$ cat src/rtl/asram_pkg.sv
package asram_pkg;

    typedef enum logic [2:0] {
        ST_POWERUP,
        ST_IDLE,
        ST_RD_ACCESS,
        ST_RD_TURN,
        ST_WR_SETUP,
        ST_WR_PULSE,
        ST_WR_HOLD
    } asram_state_e;

    // Whole clock cycles covering a time in ns, never below one.
    function automatic int ns_to_cycles(input int t_ns, input int clk_ps);
        int c;
        c = (t_ns * 1000 + clk_ps - 1) / clk_ps;
        return (c < 1) ? 1 : c;
    endfunction

    function automatic int max2(input int a, input int b);
        return (a > b) ? a : b;
    endfunction

endpackage

$ cat src/rtl/asram_down_timer.sv
module asram_down_timer #(
    parameter int WIDTH    = 4,
    parameter int INIT_VAL = 0
) (
    input  logic             clk,
    input  logic             rst_n,
    input  logic             load,
    input  logic [WIDTH-1:0] load_val,
    output logic             expired
);
    logic [WIDTH-1:0] cnt_q;

    always_ff @(posedge clk or negedge rst_n) begin
        if (!rst_n) begin
            cnt_q <= WIDTH'(INIT_VAL);
        end else if (load) begin
            cnt_q <= load_val;
        end else if (cnt_q != '0) begin
            cnt_q <= cnt_q - 1'b1;
        end
    end

    assign expired = (cnt_q == '0);
endmodule

$ cat src/rtl/asram_lane_mask.sv
module asram_lane_mask #(
    parameter int LANES  = 2,
    parameter int LANE_W = 8
) (
    input  logic [LANES*LANE_W-1:0] din,
    input  logic [LANES-1:0]        keep,
    output logic [LANES*LANE_W-1:0] dout
);
    for (genvar i = 0; i < LANES; i++) begin : g_lane
        assign dout[i*LANE_W +: LANE_W] = keep[i] ? din[i*LANE_W +: LANE_W] : '0;
    end
endmodule

$ cat src/rtl/asram_ctrl.sv
module asram_ctrl
    import asram_pkg::*;
#(
    parameter int ADDR_W    = 20,
    parameter int DATA_W    = 16,
    parameter int CLK_PS    = 5000,
    parameter int T_PU_NS   = 150000,
    parameter int T_RC_NS   = 10,
    parameter int T_AA_NS   = 10,
    parameter int T_PWE_NS  = 8,
    parameter int T_SD_NS   = 6
) (
    input  logic              clk,
    input  logic              rst_n,
    input  logic              req_valid,
    output logic              req_ready,
    input  logic              req_write,
    input  logic [ADDR_W-1:0] req_addr,
    input  logic [DATA_W-1:0] req_wdata,
    input  logic [1:0]        req_mask,
    output logic [DATA_W-1:0] rd_data,
    output logic              rd_valid,
    output logic [ADDR_W-1:0] mem_addr,
    output logic              mem_cs_n,
    output logic              mem_we_n,
    output logic              mem_oe_n,
    output logic              mem_ub_n,
    output logic              mem_lb_n,
    output logic [DATA_W-1:0] mem_dq_out,
    output logic              mem_dq_oe,
    input  logic [DATA_W-1:0] mem_dq_in
);
    localparam int LANES  = 2;
    localparam int LANE_W = DATA_W / LANES;
    localparam int RD_CYC = max2(ns_to_cycles(T_RC_NS, CLK_PS), ns_to_cycles(T_AA_NS, CLK_PS));
    localparam int WP_CYC = max2(ns_to_cycles(T_PWE_NS, CLK_PS), ns_to_cycles(T_SD_NS, CLK_PS));
    localparam int PU_CYC = ns_to_cycles(T_PU_NS, CLK_PS);
    localparam int PU_W   = $clog2(PU_CYC + 1);
    localparam int PH_W   = $clog2(max2(RD_CYC, WP_CYC) + 1);

    asram_state_e      state_q, state_d;
    logic              pu_done, ph_done, ph_load;
    logic [PH_W-1:0]   ph_val;
    logic [ADDR_W-1:0] addr_q;
    logic [DATA_W-1:0] wdata_q, rdata_q, rd_masked;
    logic [LANES-1:0]  mask_q;
    logic              rvalid_q;
    logic              lanes_on;

    asram_down_timer #(.WIDTH(PU_W), .INIT_VAL(PU_CYC)) u_pu_timer (
        .clk(clk), .rst_n(rst_n), .load(1'b0), .load_val('0), .expired(pu_done)
    );

    asram_down_timer #(.WIDTH(PH_W), .INIT_VAL(0)) u_phase_timer (
        .clk(clk), .rst_n(rst_n), .load(ph_load), .load_val(ph_val), .expired(ph_done)
    );

    asram_lane_mask #(.LANES(LANES), .LANE_W(LANE_W)) u_rd_mask (
        .din(mem_dq_in), .keep(mask_q), .dout(rd_masked)
    );

    // Next state and phase counter loads.
    always_comb begin
        state_d = state_q;
        ph_load = 1'b0;
        ph_val  = '0;
        unique case (state_q)
            ST_POWERUP:   if (pu_done) state_d = ST_IDLE;
            ST_IDLE: begin
                if (req_valid) begin
                    if (req_write) begin
                        state_d = ST_WR_SETUP;
                    end else begin
                        state_d = ST_RD_ACCESS;
                        ph_load = 1'b1;
                        ph_val  = PH_W'(RD_CYC - 1);
                    end
                end
            end
            ST_RD_ACCESS: if (ph_done) state_d = ST_RD_TURN;
            ST_RD_TURN:   state_d = ST_IDLE;
            ST_WR_SETUP: begin
                state_d = ST_WR_PULSE;
                ph_load = 1'b1;
                ph_val  = PH_W'(WP_CYC - 1);
            end
            ST_WR_PULSE:  if (ph_done) state_d = ST_WR_HOLD;
            ST_WR_HOLD:   state_d = ST_IDLE;
            default:      state_d = ST_POWERUP;
        endcase
    end

    // State register.
    always_ff @(posedge clk or negedge rst_n) begin
        if (!rst_n) state_q <= ST_POWERUP;
        else        state_q <= state_d;
    end

    // Request latch and read capture.
    always_ff @(posedge clk or negedge rst_n) begin
        if (!rst_n) begin
            addr_q   <= '0;
            wdata_q  <= '0;
            mask_q   <= '0;
            rdata_q  <= '0;
            rvalid_q <= 1'b0;
        end else begin
            if (state_q == ST_IDLE && req_valid) begin
                addr_q  <= req_addr;
                wdata_q <= req_wdata;
                mask_q  <= req_mask;
            end
            rvalid_q <= (state_q == ST_RD_ACCESS) && ph_done;
            if ((state_q == ST_RD_ACCESS) && ph_done) rdata_q <= rd_masked;
        end
    end

    // Pin decode from state.
    always_comb begin
        req_ready = 1'b0;
        mem_cs_n  = 1'b1;
        mem_we_n  = 1'b1;
        mem_oe_n  = 1'b1;
        mem_dq_oe = 1'b0;
        lanes_on  = 1'b0;
        unique case (state_q)
            ST_IDLE:      req_ready = 1'b1;
            ST_RD_ACCESS: begin mem_cs_n = 1'b0; mem_oe_n = 1'b0; lanes_on = 1'b1; end
            ST_WR_SETUP,
            ST_WR_HOLD:   begin mem_cs_n = 1'b0; mem_dq_oe = 1'b1; lanes_on = 1'b1; end
            ST_WR_PULSE:  begin mem_cs_n = 1'b0; mem_we_n = 1'b0; mem_dq_oe = 1'b1; lanes_on = 1'b1; end
            default:      ;
        endcase
    end

    assign mem_lb_n   = !(lanes_on && mask_q[0]);
    assign mem_ub_n   = !(lanes_on && mask_q[1]);
    assign mem_addr   = addr_q;
    assign mem_dq_out = wdata_q;
    assign rd_data    = rdata_q;
    assign rd_valid   = rvalid_q;

    a_r2_busy_after_accept: assert property (@(posedge clk) disable iff (!rst_n)
        (req_valid && req_ready) |=> !req_ready);
    a_r3_valid_single: assert property (@(posedge clk) disable iff (!rst_n)
        rd_valid |=> !rd_valid);
    a_r4_stable_in_pulse: assert property (@(posedge clk) disable iff (!rst_n)
        (!mem_we_n && $past(!mem_we_n)) |-> ($stable(mem_dq_out) && $stable(mem_addr)));
    a_r4_driven_before_pulse: assert property (@(posedge clk) disable iff (!rst_n)
        $fell(mem_we_n) |-> $past(mem_dq_oe));
    a_r8_oe_off_in_write: assert property (@(posedge clk) disable iff (!rst_n)
        !mem_we_n |-> mem_oe_n);
    a_r8_oe_off_when_driving: assert property (@(posedge clk) disable iff (!rst_n)
        mem_dq_oe |-> mem_oe_n);
    a_r9_turn_no_drive: assert property (@(posedge clk) disable iff (!rst_n)
        $rose(mem_oe_n) |-> !mem_dq_oe);
    a_r10_standby_idle: assert property (@(posedge clk) disable iff (!rst_n)
        req_ready |-> (mem_cs_n && !mem_dq_oe && mem_we_n));
endmodule

$ cat config.mk
export PLATFORM = sky130hd
export DESIGN_NAME = asram_ctrl
export DESIGN_NICKNAME = d
export VERILOG_FILES = /design/src/rtl/asram_pkg.sv /design/src/rtl/asram_down_timer.sv /design/src/rtl/asram_lane_mask.sv /design/src/rtl/asram_ctrl.sv
export SDC_FILE = /design/constraint.sdc
export NUM_CORES = 1
export LEC_CHECK = 0
export BUFFER_PORTS_ARGS = -buffer_cell sky130_fd_sc_hd__buf_2
export CELL_PAD_IN_SITES_DETAIL_PLACEMENT = 0
export CELL_PAD_IN_SITES_GLOBAL_PLACEMENT = 1
export CORE_MARGIN = 4
export CORE_UTILIZATION = 40
export DETAILED_ROUTE_END_ITERATION = 10
export GPL_TIMING_DRIVEN = 0
export HOLD_SLACK_MARGIN = 0.03
export PLACE_DENSITY = 0.84
export SETUP_SLACK_MARGIN = 0.05
export SYNTH_ARGS = -nofsm -noshare
export SYNTH_HDL_FRONTEND = slang
export SYNTH_SLANG_ARGS = --single-unit
$ cat constraint.sdc
create_clock -name clk -period 3.51 [get_ports clk]
set_input_delay 0.351 -clock clk [delete_from_list [all_inputs] [get_ports clk]]
set_output_delay 0.351 -clock clk [all_outputs]
set_load 0.05 [all_outputs]
### Word level (Yosys, flattened, before mapping)

Index checks and enable logic that the tools add are counted.

* flip-flop bits (word level): 75
* bits of input ports: 58
* output and inout bits: 60
* logic and storage cells: 58

* $add $sub $neg: 2
* equal/unequal tests: 10
* muxes and demuxes: 22
* reduce and logical (&&, ||, !) cells: 16

Operators with widths (number)
* 3-bit one-hot mux with 6 select lines: 1
* 8-bit 2-to-1 mux: 2
* 15-bit logical NOT: 1
* 3-bit 2-to-1 mux: 5
* 15-bit nonzero test: 1
* 15-bit by 1-bit subtractor with 15-bit output (second input constant): 1
* 1-bit 2-to-1 mux: 10
* 3-bit equality test (second input constant): 3
* 2-bit != test (second input constant): 4
* 3-bit by 2-bit equality test with 1-bit output (second input constant): 2
* 1-bit logical AND: 4
* 2-bit 2-to-1 mux: 2
* 1-bit one-hot mux with 2 select lines: 2
* 4-bit AND reduction: 1
* 2-bit nonzero test: 2
* 4-bit OR reduction: 1
* 3-bit by 1-bit equality test with 1-bit output (second input constant): 1
* 3-bit logical NOT: 1
* 3-bit OR reduction: 1
* 1-bit logical NOT: 2
* 2-bit logical NOT: 1
* 2-bit OR reduction: 1
* 2-bit by 1-bit subtractor with 2-bit output (second input constant): 1

### Depth between registers and ports, before layout

* depth in word-level cells: 5
* depth in mapped cells: 7

### Hierarchy

A second synthesis with hierarchy kept.

* cells, all modules: 252
* area total of the unflattened synthesis: 3385.7 um^2

Modules (own cells, without submodules)
* asram_ctrl: instances 1, cells an instance 145, area an instance 2334.7 um^2, seq. area each 1451.4 um^2
* asram_down_timer at u_pu_timer: instances 1, cells an instance 79, area an instance 838.3 um^2, seq. area each 384.1 um^2
* asram_down_timer at u_phase_timer: instances 1, cells an instance 12, area an instance 112.6 um^2, seq. area each 50.0 um^2
* asram_lane_mask: instances 1, cells an instance 16, area an instance 100.1 um^2, seq. area each 0.0 um^2

### Worst setup path after synthesis

Ideal clock, no wire load.

* path kind: flip-flop to output port
* from: register state_q[2]
* to: output mem_dq_oe
* data arrival time: 1499 ps
* required time: 3159 ps
* slack: 1660 ps
* stages on the path, launching flop included: 4
* cells stage by stage: dfrtp_1 > clkbuf_1 > inv_1 > a21oi_1

* word-level cells in the longest chain between the ends: 3
* elaborated cells between the ends (all ways): 5
* classes of those cells: eq/ne: 3; mux: 1; reduce/logical: 1

RTL lines
* start, declared: line asram_ctrl.sv:41 `asram_state_e state_q, state_d;`
* start signal, assigned: line asram_ctrl.sv:96 `else state_q <= state_d;`
* 3-bit equality test: line asram_ctrl.sv:126 `unique case (state_q)`
* 3-bit OR reduction (no source line) *
* 1-bit 2-to-1 mux *: line asram_ctrl.sv:126
* end, declared: line asram_ctrl.sv:30 `output logic mem_dq_oe,`

Mark *: on every way between the ends. The rest lies on a longest branch, timed or not.

### Final worst setup path

* from: register state_q[2]
* to: output mem_lb_n

* word-level cells in the longest chain between the ends: 5
* elaborated cells between the ends (all ways): 8
* classes of those cells: eq/ne: 4; mux: 1; reduce/logical: 3

RTL lines
* 3-bit by 2-bit equality test with 1-bit output / 3-bit equality test (equally long branches): line asram_ctrl.sv:126
* 4-bit OR reduction (no source line) *
* 1-bit 2-to-1 mux *: line asram_ctrl.sv:126
* 1-bit logical AND *: line asram_ctrl.sv:136 `assign mem_lb_n = !(lanes_on && mask_q[0]);`
* 1-bit logical NOT *: line asram_ctrl.sv:136
* end, declared: line asram_ctrl.sv:28 `output logic mem_lb_n,`

Marks and branches as above.

==> run_results.csv <==
group,metric,value,unit
yosys,async_flop_share,1.00,
setup_path,r2r.worst_path.cells,6,
drt,vias,2326,
drt,drc_errors,0,
clocking,insertion_delay,340,ps
place,io_buffers,117,
global_route,grt_pass1_vias,2404,
setup_path,r2r-end,"mem_addr[14]",
clocking,clockBufferDepth,2,
drt,dr.pass1.iters,4,
timing,fin_crit,2120,ps
timing,period_share,0.604,
power,ir_worst_vdd,582,uV
cells_and_area,nFillCells,727,
yosys,yosysUniqueCellTypes,39,
flow_run,maxCapViolCount,0,
floorplan,die_area,9340,sq um
global_route,grt_pass1_wl,11400,um
yosys,yosys_register_bits,75,
min_path,min_to,"mem_addr[5]",
yosys,synth_nets,317,
setup_path,critPathLaunchType,"flip-flop",
place,dp_hpwl,4720,um
yosys,syn_inst,257,
floorplan,std_cell_rows,32,
setup_path,critPathKind,"reg -> out",
cells_and_area,final_util,0.532,
place,dp_slack,1720,ps
setup_path,crit_required,3160,ps
yosys,syn_area_per_cell,12.2,sq um
power,p_per_area,1070,nW/um^2
clocking,numCtsBuffers,9,
global_route,grt_max_degree,48,
drt,drt_wl_total,6370,um
yosys,synth_area,3140,sq um
cells_and_area,final_cell_mix,"buf_2, dfrtp_1, nand2_1, mux2_2, o21ai_0",
cells_and_area,syn_to_final_growth,30.1,%
yosys,synth_edf_count,0,
timing,worst-slew-pin-transition,491,ps
floorplan,dieHeight,96.7,um
floorplan,io_pins,118,
timing,fin_tns_setup,0,ps
global_route,overflow,0,
setup_path,end_kind,"primary output",
timing,holdWs,228,ps
place,place.gp.congestion,0.754,
drt,drtIter0Drc,88,
timing,worst_slack,1390,ps
clocking,clk_transition_reported_paths,90,ps
timing,setup_violations,0,
min_path,hp-start,"req_addr[5]",
timing,finalHoldViolCount,0,
floorplan,start_util,0.409,
place,place_area,3890,sq um
cells_and_area,final_area,4090,sq um
clocking,ctsHtreeMaxLevel,3,
cells_and_area,final_common_cell,"buf_2",
cells_and_area,n_antenna_cell,0,
setup_path,cp.arrival,1770,ps
drt,via_per_inst,4.71,
min_path,hp-class,"in -> reg",
cells_and_area,drive_gt1_frac,0.500,
power,cellLeakagePower,2.01,nW
setup_path,r2r_start,"state_q[1]",
yosys,ys.flop_type,"dfrtp_1",
yosys,yosysSeqAreaShare,0.600,
drt,wl_per_cell,12.9,um
floorplan,die_x,96.7,um
drt,ant_nets,0,
floorplan,fp.coreArea,7690,sq um
timing,slew_viol_final,0,
cells_and_area,nNetsFinal,447,
timing,finClkSkew,18.5,ps
clocking,cts_root_buf,"clkbuf_8",
timing,max-slew-margin-rel,0.673,
setup_path,r2r_setup_slack,1710,ps
global_route,antenna_found_initial,0,
clocking,clock-sinks,75,
yosys,yosysWarnings,0,
outcome,status,"finished clean",
setup_path,critPathMaxFanout,10,
min_path,hold_path_depth,2,
global_route,grt_use_total,0.147,
timing,maxClockFrequency,0.471,GHz
timing,grt_setup_unrepaired,"false",
clocking,cts_tree,"built",
power breakdown:
group          switching (mW)  leakage [nW]  internal (mW)
logic                    1.73          1.04          0.630
registers               0.149         0.876           1.21
clock network           0.317        0.0966          0.330
total                    2.20          2.01           2.17
worst max-delay path by stage:
| stage | cells after the start | slack [ps] | start | end |
|---|---|---|---|---|
| floorplan | 3 | 1660 | state_q[2] | mem_dq_oe |
| global placement | 1 | 1610 | rst_n | mem_addr[2] |
| detailed placement | 6 | 1720 | state_q[1] | mem_addr[14] |
| CTS | 5 | 1360 | state_q[2] | mem_lb_n |
| global route | 5 | 1200 | state_q[2] | mem_lb_n |
| finish | 5 | 1390 | state_q[2] | mem_lb_n |
state kept, by name, indices dropped and copies added, names as in the netlist:
name and flops:
rd_data 16, mem_dq_out 16, mem_addr 20, u_pu_timer.cnt_q 15, rd_valid 1, state_q 3
mask_q 2, u_phase_timer.cnt_q 2
logic make-up after synthesis:
group           share of synthesized area
xor+xnor                           0.0330
flops                               0.600
fa+ha+maj                         0.00796
mux                                 0.149
compound gates                     0.0497
simple gates                        0.131
buf+inv                            0.0302
final cells by class:
type                            instances  area [sq um]  share of cell area
Buffer                                 13          65.1              0.0159
Clock buffer                           10           128              0.0312
Clock inverter                          6          65.1              0.0159
Inverter                                8          30.0             0.00734
Multi-Input combinational cell        161          1160               0.284
Sequential cell                        75          1890               0.461
Tap cell                              102           128              0.0312
Timing Repair Buffer                  119           626               0.153
per-layer routing:
metal	global-route usage	up-vias	routed length, um
li1	-	1144	-
met1	0.188	1080	2900
met4	0.0713	0	158
met5	0	-	0
met3	0.0606	15	602
met2	0.217	87	2700
stage by stage:
stage | power (mW) | instances
after CTS | 4.42 | 494
after global routing | 4.63 | 494
final | 4.37 | 494
after detailed placement | 3.76 | 477
after global placement | 3.72 | 476
after floorplan | 3.21 | 257
timing repair:
| item | 4_1_cts | 5_1_grt |
|---|---|---|
| buffers inserted | 0 | 0 |
| hold endpoints to repair | 23 | 0 |
| hold buffers | 1 | 0 |
| resized for setup | 0 | 0 |
critical path, stage by stage, from the launching register on:
cell and delay (ps):
dfrtp_1 360, clkbuf_1 340, inv_1 150, mux2i_1 270, nand2_1 90, buf_2 230
synth_stat cells, types with 2 or more instances:
master / number / share of area
dfrtp_1: 68 / 0.54
nand2_1: 41 / 0.049
mux2_2: 38 / 0.14
o21ai_0: 18 / 0.029
nor2_1: 11 / 0.013
inv_1: 8 / 0.0096
xnor2_1: 8 / 0.022
dfstp_2: 7 / 0.058
a21oi_1: 5 / 0.0080
clkbuf_1: 5 / 0.0060
nand3_1: 5 / 0.0080
nor3_1: 5 / 0.0080
buf_2: 4 / 0.0064
mux2i_1: 4 / 0.013
a21o_1: 2 / 0.0048
buf_1: 2 / 0.0024
ha_1: 2 / 0.0080
nand4_1: 2 / 0.0040
xor2_1: 2 / 0.0056
Power figures use the tool's default switching activity.
